## src/rtl/phywr_pkg.sv

```systemverilog
package phywr_pkg;

  typedef enum logic [2:0] {
    ST_IDLE,
    ST_SETTLE,
    ST_SETUP,
    ST_WAIT_HI,
    ST_WAIT_LO,
    ST_DONE
  } engState_e;

  typedef struct packed {
    logic beginRun;
    logic nextWrite;
    logic flagTimeout;
  } engStrobe_t;

endpackage

```

## src/rtl/phywr_ctrl.sv

```systemverilog
module phywr_ctrl
  import phywr_pkg::*;
#(
  parameter int unsigned SETTLE_CYCLES  = 10,
  parameter int unsigned TIMEOUT_CYCLES = 500000
) (
  input  logic       clk,
  input  logic       rstN,
  input  logic       start,
  input  logic       ackSel,
  input  logic       lastWrite,
  output engStrobe_t strobe,
  output logic       wrActive,
  output logic       runDone
);

  localparam int unsigned CNT_MAX = (SETTLE_CYCLES > TIMEOUT_CYCLES) ? SETTLE_CYCLES : TIMEOUT_CYCLES;
  localparam int unsigned CNT_W   = $clog2(CNT_MAX + 1);
  localparam logic [CNT_W-1:0] SETTLE_LAST = CNT_W'(SETTLE_CYCLES - 1);
  localparam logic [CNT_W-1:0] TMO_LAST    = CNT_W'(TIMEOUT_CYCLES - 1);

  engState_e       state, nxtState;
  logic [CNT_W-1:0] cnt;
  logic            cntClr, cntInc;

  always_comb begin
    nxtState = state;
    cntClr   = 1'b0;
    cntInc   = 1'b0;
    strobe   = '0;
    unique case (state)
      ST_IDLE, ST_DONE: begin
        if (start) begin
          nxtState        = ST_SETTLE;
          strobe.beginRun = 1'b1;
          cntClr          = 1'b1;
        end
      end
      ST_SETTLE: begin
        if (cnt == SETTLE_LAST) begin
          nxtState = ST_SETUP;
          cntClr   = 1'b1;
        end else begin
          cntInc = 1'b1;
        end
      end
      ST_SETUP: begin
        nxtState = ST_WAIT_HI;
        cntClr   = 1'b1;
      end
      ST_WAIT_HI: begin
        if (ackSel) begin
          nxtState = ST_WAIT_LO;
          cntClr   = 1'b1;
        end else if (cnt == TMO_LAST) begin
          nxtState           = ST_WAIT_LO;
          cntClr             = 1'b1;
          strobe.flagTimeout = 1'b1;
        end else begin
          cntInc = 1'b1;
        end
      end
      ST_WAIT_LO: begin
        if (!ackSel || cnt == TMO_LAST) begin
          cntClr             = 1'b1;
          strobe.flagTimeout = ackSel;
          if (lastWrite) begin
            nxtState = ST_DONE;
          end else begin
            nxtState         = ST_SETUP;
            strobe.nextWrite = 1'b1;
          end
        end else begin
          cntInc = 1'b1;
        end
      end
      default: nxtState = ST_IDLE;
    endcase
  end

  always_ff @(posedge clk or negedge rstN) begin
    if (!rstN) begin
      state <= ST_IDLE;
      cnt   <= '0;
    end else begin
      state <= nxtState;
      if (cntClr)      cnt <= '0;
      else if (cntInc) cnt <= cnt + 1'b1;
    end
  end

  assign wrActive = (state == ST_WAIT_HI);
  assign runDone  = (state == ST_DONE);

  // a write ends only once the enable phase has finished
  p_write_after_enable_r6: assert property (@(posedge clk) disable iff (!rstN)
    strobe.nextWrite |-> !wrActive);

  // a start pulse during a run never re-enters the settle phase
  p_start_ignored_r11: assert property (@(posedge clk) disable iff (!rstN)
    (start && (state == ST_WAIT_HI || state == ST_WAIT_LO)) |=> state != ST_SETTLE);

endmodule

```

## src/rtl/phywr_datapath.sv

```systemverilog
module phywr_datapath
  import phywr_pkg::*;
#(
  parameter int unsigned NUM_PHYS    = 2,
  parameter int unsigned NUM_LANES   = 4,
  parameter int unsigned ADDR_W      = 16,
  parameter int unsigned DATA_W      = 16,
  parameter int unsigned LANE_BASE   = 32'h1008,
  parameter int unsigned LANE_STRIDE = 32'h100,
  parameter int unsigned INIT_WORD   = 32'h0E21
) (
  input  logic                        clk,
  input  logic                        rstN,
  input  engStrobe_t                  strobe,
  input  logic                        wrActive,
  input  logic                        runDone,
  input  logic [NUM_PHYS-1:0]         phyAck,
  output logic                        ackSel,
  output logic                        lastWrite,
  output logic [NUM_PHYS-1:0]         phySelect,
  output logic [$clog2(NUM_PHYS)-1:0] phyIdx,
  output logic [ADDR_W-1:0]           regAddr,
  output logic [DATA_W-1:0]           regWrData,
  output logic [NUM_PHYS-1:0]         phyWrEn,
  output logic                        done,
  output logic                        timeoutWarn
);

  localparam int unsigned PHY_W  = $clog2(NUM_PHYS);
  localparam int unsigned LANE_W = $clog2(NUM_LANES);
  localparam int unsigned IDX_W  = PHY_W + LANE_W;

  logic [IDX_W-1:0]  wrIdx;
  logic [LANE_W-1:0] laneIdx;

  always_ff @(posedge clk or negedge rstN) begin
    if (!rstN) begin
      wrIdx       <= '0;
      phySelect   <= '0;
      timeoutWarn <= 1'b0;
    end else begin
      if (strobe.beginRun) begin
        wrIdx       <= '0;
        phySelect   <= '1;
        timeoutWarn <= 1'b0;
      end else begin
        if (strobe.nextWrite)   wrIdx       <= wrIdx + 1'b1;
        if (strobe.flagTimeout) timeoutWarn <= 1'b1;
      end
    end
  end

  assign laneIdx   = wrIdx[LANE_W-1:0];
  assign phyIdx    = wrIdx[IDX_W-1:LANE_W];
  assign lastWrite = (wrIdx == '1);
  assign regAddr   = ADDR_W'(LANE_BASE + LANE_STRIDE * 32'(laneIdx));
  assign regWrData = DATA_W'(INIT_WORD);
  assign ackSel    = phyAck[phyIdx];
  assign done      = runDone;

  for (genvar p = 0; p < NUM_PHYS; p++) begin : g_phy_en
    assign phyWrEn[p] = wrActive && (phyIdx == PHY_W'(p));
  end

  p_onehot_wren_r5: assert property (@(posedge clk) disable iff (!rstN)
    $onehot0(phyWrEn));

  p_addr_hold_r3: assert property (@(posedge clk) disable iff (!rstN)
    (phyWrEn != '0) |-> ($stable(regAddr) && $stable(regWrData)));

  p_wren_selected_r2: assert property (@(posedge clk) disable iff (!rstN)
    (phyWrEn & ~phySelect) == '0);

  p_warn_sticky_r9: assert property (@(posedge clk) disable iff (!rstN)
    (timeoutWarn && !strobe.beginRun) |=> timeoutWarn);

  p_done_quiet_r10: assert property (@(posedge clk) disable iff (!rstN)
    done |-> (phyWrEn == '0));

endmodule

```

## src/rtl/phy_regwr_engine.sv

```systemverilog
module phy_regwr_engine
  import phywr_pkg::*;
#(
  parameter int unsigned NUM_PHYS       = 2,
  parameter int unsigned NUM_LANES      = 4,
  parameter int unsigned ADDR_W         = 16,
  parameter int unsigned DATA_W         = 16,
  parameter int unsigned LANE_BASE      = 32'h1008,
  parameter int unsigned LANE_STRIDE    = 32'h100,
  parameter int unsigned INIT_WORD      = 32'h0E21,
  parameter int unsigned SETTLE_CYCLES  = 10,
  parameter int unsigned TIMEOUT_CYCLES = 500000
) (
  input  logic                        clk,
  input  logic                        rstN,
  input  logic                        start,
  input  logic [NUM_PHYS-1:0]         phyAck,
  output logic [NUM_PHYS-1:0]         phySelect,
  output logic [$clog2(NUM_PHYS)-1:0] phyIdx,
  output logic [ADDR_W-1:0]           regAddr,
  output logic [DATA_W-1:0]           regWrData,
  output logic [NUM_PHYS-1:0]         phyWrEn,
  output logic                        done,
  output logic                        timeoutWarn
);

  engStrobe_t strobe;
  logic       wrActive, runDone, ackSel, lastWrite;

  phywr_ctrl #(
    .SETTLE_CYCLES (SETTLE_CYCLES),
    .TIMEOUT_CYCLES(TIMEOUT_CYCLES)
  ) u_ctrl (
    .clk      (clk),
    .rstN     (rstN),
    .start    (start),
    .ackSel   (ackSel),
    .lastWrite(lastWrite),
    .strobe   (strobe),
    .wrActive (wrActive),
    .runDone  (runDone)
  );

  phywr_datapath #(
    .NUM_PHYS   (NUM_PHYS),
    .NUM_LANES  (NUM_LANES),
    .ADDR_W     (ADDR_W),
    .DATA_W     (DATA_W),
    .LANE_BASE  (LANE_BASE),
    .LANE_STRIDE(LANE_STRIDE),
    .INIT_WORD  (INIT_WORD)
  ) u_dp (
    .clk        (clk),
    .rstN       (rstN),
    .strobe     (strobe),
    .wrActive   (wrActive),
    .runDone    (runDone),
    .phyAck     (phyAck),
    .ackSel     (ackSel),
    .lastWrite  (lastWrite),
    .phySelect  (phySelect),
    .phyIdx     (phyIdx),
    .regAddr    (regAddr),
    .regWrData  (regWrData),
    .phyWrEn    (phyWrEn),
    .done       (done),
    .timeoutWarn(timeoutWarn)
  );

endmodule

```

## config.mk

```make
export PLATFORM = sky130hd
export DESIGN_NAME = phy_regwr_engine
export DESIGN_NICKNAME = d
export VERILOG_FILES = /design/src/rtl/phywr_pkg.sv /design/src/rtl/phywr_ctrl.sv /design/src/rtl/phywr_datapath.sv /design/src/rtl/phy_regwr_engine.sv
export SDC_FILE = /design/constraint.sdc
export NUM_CORES = 1
export LEC_CHECK = 0
export BUFFER_PORTS_ARGS = -buffer_cell sky130_fd_sc_hd__buf_2
export CORE_AREA = 2 2 77 79
export DETAILED_ROUTE_END_ITERATION = 12
export DIE_AREA = 0 0 79 81
export SYNTH_ARGS = -nofsm -noshare
export SYNTH_HDL_FRONTEND = slang
export SYNTH_SLANG_ARGS = --single-unit
```

## constraint.sdc

```tcl
create_clock -name clk -period 2.3 [get_ports clk]
set_clock_uncertainty 0.05 [all_clocks]
set_input_delay 0.46 -clock clk [delete_from_list [all_inputs] [get_ports clk]]
set_output_delay 0.46 -clock clk [all_outputs]
set_load 0.05 [all_outputs]
```

==> flow_summary.json, run 1 <==
{
  "status": "completed",
  "max-clock-path-buffers": 2,
  "power.density_nw_per_um2": 810,
  "critPathCaptureType": "output pin",
  "synth_top_family_by_area": "simple AND/OR/NAND/NOR gates",
  "hold_viol": 0,
  "overflow": 0,
  "holdWs_ns": 0.140,
  "vias": 1440,
  "layout-drive-gt1-share_pct": 19.0,
  "synthCells": 213,
  "p_leak_nw": 0.915,
  "async_flop_share_pct": 100,
  "route.detailed.drc": 0,
  "netlist_area_um2": 1910,
  "timing.reg2reg.setup_slack_ns": 0.19,
  "clkTransAtPathRegs_ns": 0.10,
  "drv_cap": 0,
  "path_max_fanout": 8,
  "worstSetupPathType": "register to output pin",
  "hold_path.class": "input port to async pin",
  "synth_flop_cell": "dfrtp_1",
  "cts_resized": 0,
  "area_growth_pct": 7.98,
  "port_buffers": 13,
  "top_level_ports": 44,
  "cts_setup_buffers": 0,
  "grt_max_degree": 28,
  "cp.required_ns": 1.79,
  "synth-adder-area-share_pct": 2.62,
  "synth_compound_area_share_pct": 13.5,
  "wirelength_um": 3800,
  "rsz0062_at_grt": "no",
  "firstDrtPassIters": 4,
  "clk-insertion-delay-late_ns": 0.27,
  "start_util_pct": 33.7,
  "antenna_found_initial": 0,
  "synth.mux.area_fraction_pct": 2.75,
  "dieArea_um2": 6400,
  "yosysUniqueCellTypes": 45,
  "min_period_over_period_pct": 92.4,
  "nNetsFinal": 241,
  "fp-row-count": 28,
  "grt_usage_pct": 12.3,
  "fin_crit_ns": 2.13,
  "ys_warn_count": 0,
  "start_kind": "register",
  "drt_iter0_drc": 55,
  "ys_seq_area_share_pct": 35.3,
  "ctsHoldBuffers": 0,
  "clockRootBuffer": "clkbuf_8",
  "vias_per_cell": 4.71,
  "diodes": 0,
  "final-max-slew-violation-count": 0,
  "ant_nets": 0,
  "cts_max_level": 1,
  "dp_hpwl_um": 2720,
  "worstMarginPinSlew_ns": 0.622,
  "synth-xor-area-share_pct": 8.70,
  "syn_avg_cell_area_um2": 8.98,
  "coreArea_um2": 5680,
  "grt_first_pass_wirelength_um": 6310,
  "synth-edff-count": 0,
  "grt_pass1_vias": 1312,
  "synthSimpleGateAreaFrac_pct": 20.8,
  "cts.sink_count": 27,
  "worstPathArrival_ns": 1.62,
  "gp_congestion": 0.861,
  "tns_ns": 0,
  "numCtsBuffers": 3,
  "avgRoutedWirePerCell_um": 12.4,
  "fmax_mhz": 471,
  "irDropWorstVdd_v": 0.000320,
  "cts_tree": "built",
  "setup_viol": 0,
  "die_h_um": 81,
  "synth_seq_cells": 27,
  "max_slew_margin_pct": 58.5,
  "die_x_um": 79
}
[state kept, by name, indices dropped and copies added (netlist names)]
register / count
u_dp.wrIdx: 3
u_ctrl.cnt: 19
u_ctrl.state: 3
u_dp.phySelect: 1
u_dp.timeoutWarn: 1
[kinds of logic after synthesis]
kind of cell | after synthesis
AO/OA/AOI/OAI | 33
XOR/XNOR | 19
adder cells (fa/ha/maj) | 4
buffers and inverters | 46
flip-flops | 27
multiplexers | 4
other | 2
AND/OR/NAND/NOR | 78
[final cells by class]
| class | instances | area (µm²) |
|---|---|---|
| Inverter | 8 | 30.0 |
| Sequential cell | 27 | 677 |
| Timing Repair Buffer | 24 | 173 |
| Multi-Input combinational cell | 168 | 1040 |
| Clock inverter | 1 | 5.00 |
| Tap cell | 75 | 93.8 |
| Clock buffer | 3 | 41.3 |
| Fill cell | 589 | 3610 |
[worst max-delay path: stages, from the launching register on]
cell     delay, ns
dfrtp_1       0.45
buf_4         0.18
nor2b_1       0.18
buf_4         0.13
and3_1        0.14
buf_2         0.26
[metrics by stage]
step | std cells | power (mW) | worst slack, ns | util, % | cell area (µm²)
finish | 306 | 1.67 | 0.175 | 36.4 | 2060
global route | 306 | 1.79 | 0.0350 | 36.4 | 2060
CTS | 306 | 1.69 | 0.172 | 36.3 | 2060
detailed placement | 302 | 1.41 | 0.212 | 35.4 | 2010
global placement | 302 | 1.40 | 0.220 | 35.4 | 2010
floorplan | 241 | 1.20 | 0.148 | - | 2020
[placed cells by master (no fill, tap or decap), types with 3 or more instances in the layout]
| cell | Yosys | final |
|---|---|---|
| nand2_1 | 13 | 13 |
| and3_1 | 4 | 4 |
| nand4_1 | 6 | 6 |
| nand3_1 | 6 | 6 |
| nor3_1 | 3 | 3 |
| buf_4 | 31 | 9 |
| ha_1 | 4 | 4 |
| clkbuf_8 | 0 | 3 |
| conb_1 | 2 | 30 |
| a21oi_1 | 13 | 13 |
| inv_1 | 6 | 6 |
| a211oi_2 | 5 | 5 |
| mux2i_1 | 3 | 3 |
| dfrtp_1 | 27 | 26 |
| buf_2 | 5 | 13 |
| xnor2_1 | 18 | 18 |
| nor2_1 | 29 | 29 |
[layer usage]
metal  up-vias  wire length [µm]  GRT usage [%]  share of wire, %
li1        701                 -              -                 -
met1       689              1750           17.1                46
met2        45              1770           20.1                47
met3         5               227           2.00               6.0
met4         0                46           3.10               1.2
met5         -                 0              0                 0
[report_power, final]
part / internal [mW] / leakage [nW] / total [mW] / switching (mW)
Sequential: 0.530 / 0.363 / 0.614 / 0.0839
Clock: 0.121 / 0.0255 / 0.278 / 0.157
Combinational: 0.297 / 0.527 / 0.779 / 0.482
[worst paths after layout]
check | to | start | depth (start not counted)
max | phyWrEn[1] | u_ctrl.state[0]$_DFFE_PN0P_ | 5
min | u_ctrl.state[2]$_DFFE_PN0P_ | rstN | 1
max reg2reg | u_ctrl.cnt[17]$_DFFE_PN0P_ | u_ctrl.state[2]$_DFFE_PN0P_ | 7
min reg2reg | u_dp.phySelect[0]$_DFFE_PN0P_ | u_dp.phySelect[0]$_DFFE_PN0P_ | 1
max in group asynchronous | u_dp.wrIdx[2]$_DFFE_PN0P_ | rstN | 1
min in group clk | u_dp.phySelect[0]$_DFFE_PN0P_ | u_dp.phySelect[0]$_DFFE_PN0P_ | 1
[synth_stat cells (4+ instances only)]
cell      count  area, µm²
a21oi_1      13       65.1
dfrtp_1      27        676
and3_1        4       25.0
nand2_1      13       48.8
nor2_1       29        109
a211oi_2      5       62.6
ha_1          4       50.1
xnor2_1      18        158
buf_4        31        233
nand4_1       6       37.5
buf_2         5       25.0
nand3_1       6       30.0
inv_1         6       22.5
(Power assumes the default switching activity.)
==> inputs of run 2 (changes only) <==
- CORE_AREA: 2 2 77 79 -> 2 2 70 88
- DIE_AREA: 0 0 79 81 -> 0 0 72 90
- clock period: 2.3 -> 2.7 ns (I/O delays scaled with it)
==> flow_summary.json, run 2 (synthesis results as in run 1) <==
{
  "grt_pass1_vias": 1281,
  "gp_congestion": 0.849,
  "fp-row-count": 31,
  "p_clk_share_pct": 17.5,
  "ctsHoldBuffers": 0,
  "cpMaxStageDelayCell": "mux2i_1",
  "crit_family": "multiplexers",
  "worstSetupPathType": "register to register",
  "cp.required_ns": 2.78,
  "final-max-slew-violation-count": 0,
  "die_h_um": 90,
  "clockRootBuffer": "clkbuf_8",
  "coreArea_um2": 5700,
  "mostFrequentLayoutCells": "30 x conb_1, 29 x nor2_1, 27 x dfrtp_1",
  "rsz0062_at_grt": "no",
  "regArea_um2": 676,
  "fmax_mhz": 436,
  "max-clock-path-buffers": 2,
  "die_x_um": 72,
  "final_common_cell": "conb_1",
  "grt_first_pass_wirelength_um": 5990,
  "firstDrtPassIters": 4,
  "p_leak_nw": 0.864,
  "tns_ns": 0,
  "numCtsBuffers": 3,
  "cp.depth": 7,
  "placed_area_um2": 1910,
  "layout-drive-gt1-share_pct": 14.9,
  "worstMarginPinSlew_ns": 0.622,
  "use_met3_pct": 2.13,
  "crit_path_cell_trace": "mux2i_1 > mux2i_4 > o21ai_2 > buf_4 > a211oi_2 > a31o_1 > a21oi_1",
  "switching_share_pct": 44.7,
  "hold_viol": 0,
  "reg2reg_from": "u_dp.wrIdx[2]$_DFFE_PN0P_",
  "largest_reg_flops": 19,
  "setup_slack_ns": 0.407,
  "irDropWorstVdd_v": 0.000193,
  "top_level_ports": 44,
  "path_max_fanout": 21,
  "worst-r2r-cell-count": 7,
  "power.density_nw_per_um2": 673,
  "top_usage_layer": "met2",
  "clk-insertion-delay-late_ns": 0.27,
  "worstPathBufferInverterCount": 1,
  "avgRoutedWirePerCell_um": 12.4,
  "antenna_found_initial": 0,
  "finalPower_mw": 1.31,
  "startpoint": "u_dp.wrIdx[2]$_DFFE_PN0P_",
  "grt_usage_pct": 11.4,
  "use_met1_pct": 14.7,
  "worstPathArrival_ns": 2.37,
  "critPathMaxStageDelay_ns": 0.47,
  "seqPwrFrac_pct": 41.2,
  "status": "completed",
  "vias": 1381,
  "reg_top3": "u_ctrl.cnt (19), u_ctrl.state (3), u_dp.wrIdx (3)",
  "wirelength_um": 3560,
  "drt_iter0_drc": 71,
  "drv_cap": 0,
  "diodes": 0,
  "combPwrFrac_pct": 41.4,
  "dieArea_um2": 6480,
  "port_buffers": 13,
  "top_register": "u_ctrl.cnt",
  "cts_max_level": 1,
  "max_slew_margin_pct": 58.5,
  "cts_tree": "built",
  "route.detailed.drc": 0,
  "final_util_pct": 34.3,
  "grt_max_degree": 28,
  "critPathCaptureType": "register",
  "multi_input_area_um2": 1040,
  "vias_per_cell": 4.80,
  "setup_viol": 0,
  "overflow": 0,
  "fin_area_um2": 1950,
  "fin_crit_ns": 2.29,
  "grt_use_met2_pct": 19.1,
  "num-fill-cells": 619,
  "cts.sink_count": 27,
  "p_int_mw": 0.727,
  "place_ws_ns": 0.297,
  "area_growth_pct": 2.16,
  "dp_hpwl_um": 2670,
  "ant_nets": 0,
  "start_kind": "register",
  "cts_resized": 0,
  "hold_path.class": "input port to async pin",
  "clkTransAtPathRegs_ns": 0.10,
  "power_switching_mw": 0.587,
  "min_period_over_period_pct": 84.9,
  "nNetsFinal": 232,
  "start_util_pct": 33.5,
  "cts_setup_buffers": 0
}
[run 2: path summary, 6_finish.rpt]
kind	end	slack, ns
max in group asynchronous	u_ctrl.cnt[11]$_DFFE_PN0P_	1.97
hold reg to reg	u_dp.phySelect[0]$_DFFE_PN0P_	0.44
min in group clk	u_dp.phySelect[0]$_DFFE_PN0P_	0.44
setup reg to reg	u_ctrl.cnt[17]$_DFFE_PN0P_	0.41
hold / removal	u_ctrl.state[1]$_DFFE_PN0P_	0.23
setup / recovery	u_ctrl.cnt[17]$_DFFE_PN0P_	0.41
[run 2: power groups by stage]
stage                     Clock [mW]  Sequential (mW)  Combinational, mW
after detailed placement           0            0.548              0.550
after global routing           0.254            0.549              0.593
after floorplan                    0            0.512              0.509
final                          0.229            0.541              0.543
after CTS                      0.239            0.540              0.553
after global placement             0            0.547              0.549
[run 2: worst register-to-register path: stages (launching register included)]
cell	delay [ns]
dfrtp_1	0.46
mux2i_1	0.47
mux2i_4	0.32
o21ai_2	0.07
buf_4	0.21
a211oi_2	0.33
a31o_1	0.18
a21oi_1	0.05
[run 2: cell type report]
cell class | count | share of cell area, %
clock buffers | 3 | 2.11
clock inverters | 1 | 0.256
inverters | 8 | 1.54
multi-input cells | 168 | 53.2
flip-flops and latches | 27 | 34.6
well taps | 66 | 4.23
repair buffers | 15 | 4.10
[run 2: routing by layer]
metal  vias up  share of wire (%)
li1        687                  -
met5         -                  0
met2        41                 50
met3         4                4.5
met4         0               0.96
met1       649                 44
[run 2: through the flow]
| step | instances | hold slack (ns) |
|---|---|---|
| after floorplan | 241 | 0.194 |
| after global placement | 284 | 0.421 |
| after detailed placement | 284 | 0.429 |
| after CTS | 288 | 0.245 |
| after global routing | 288 | 0.274 |
| final | 288 | 0.226 |
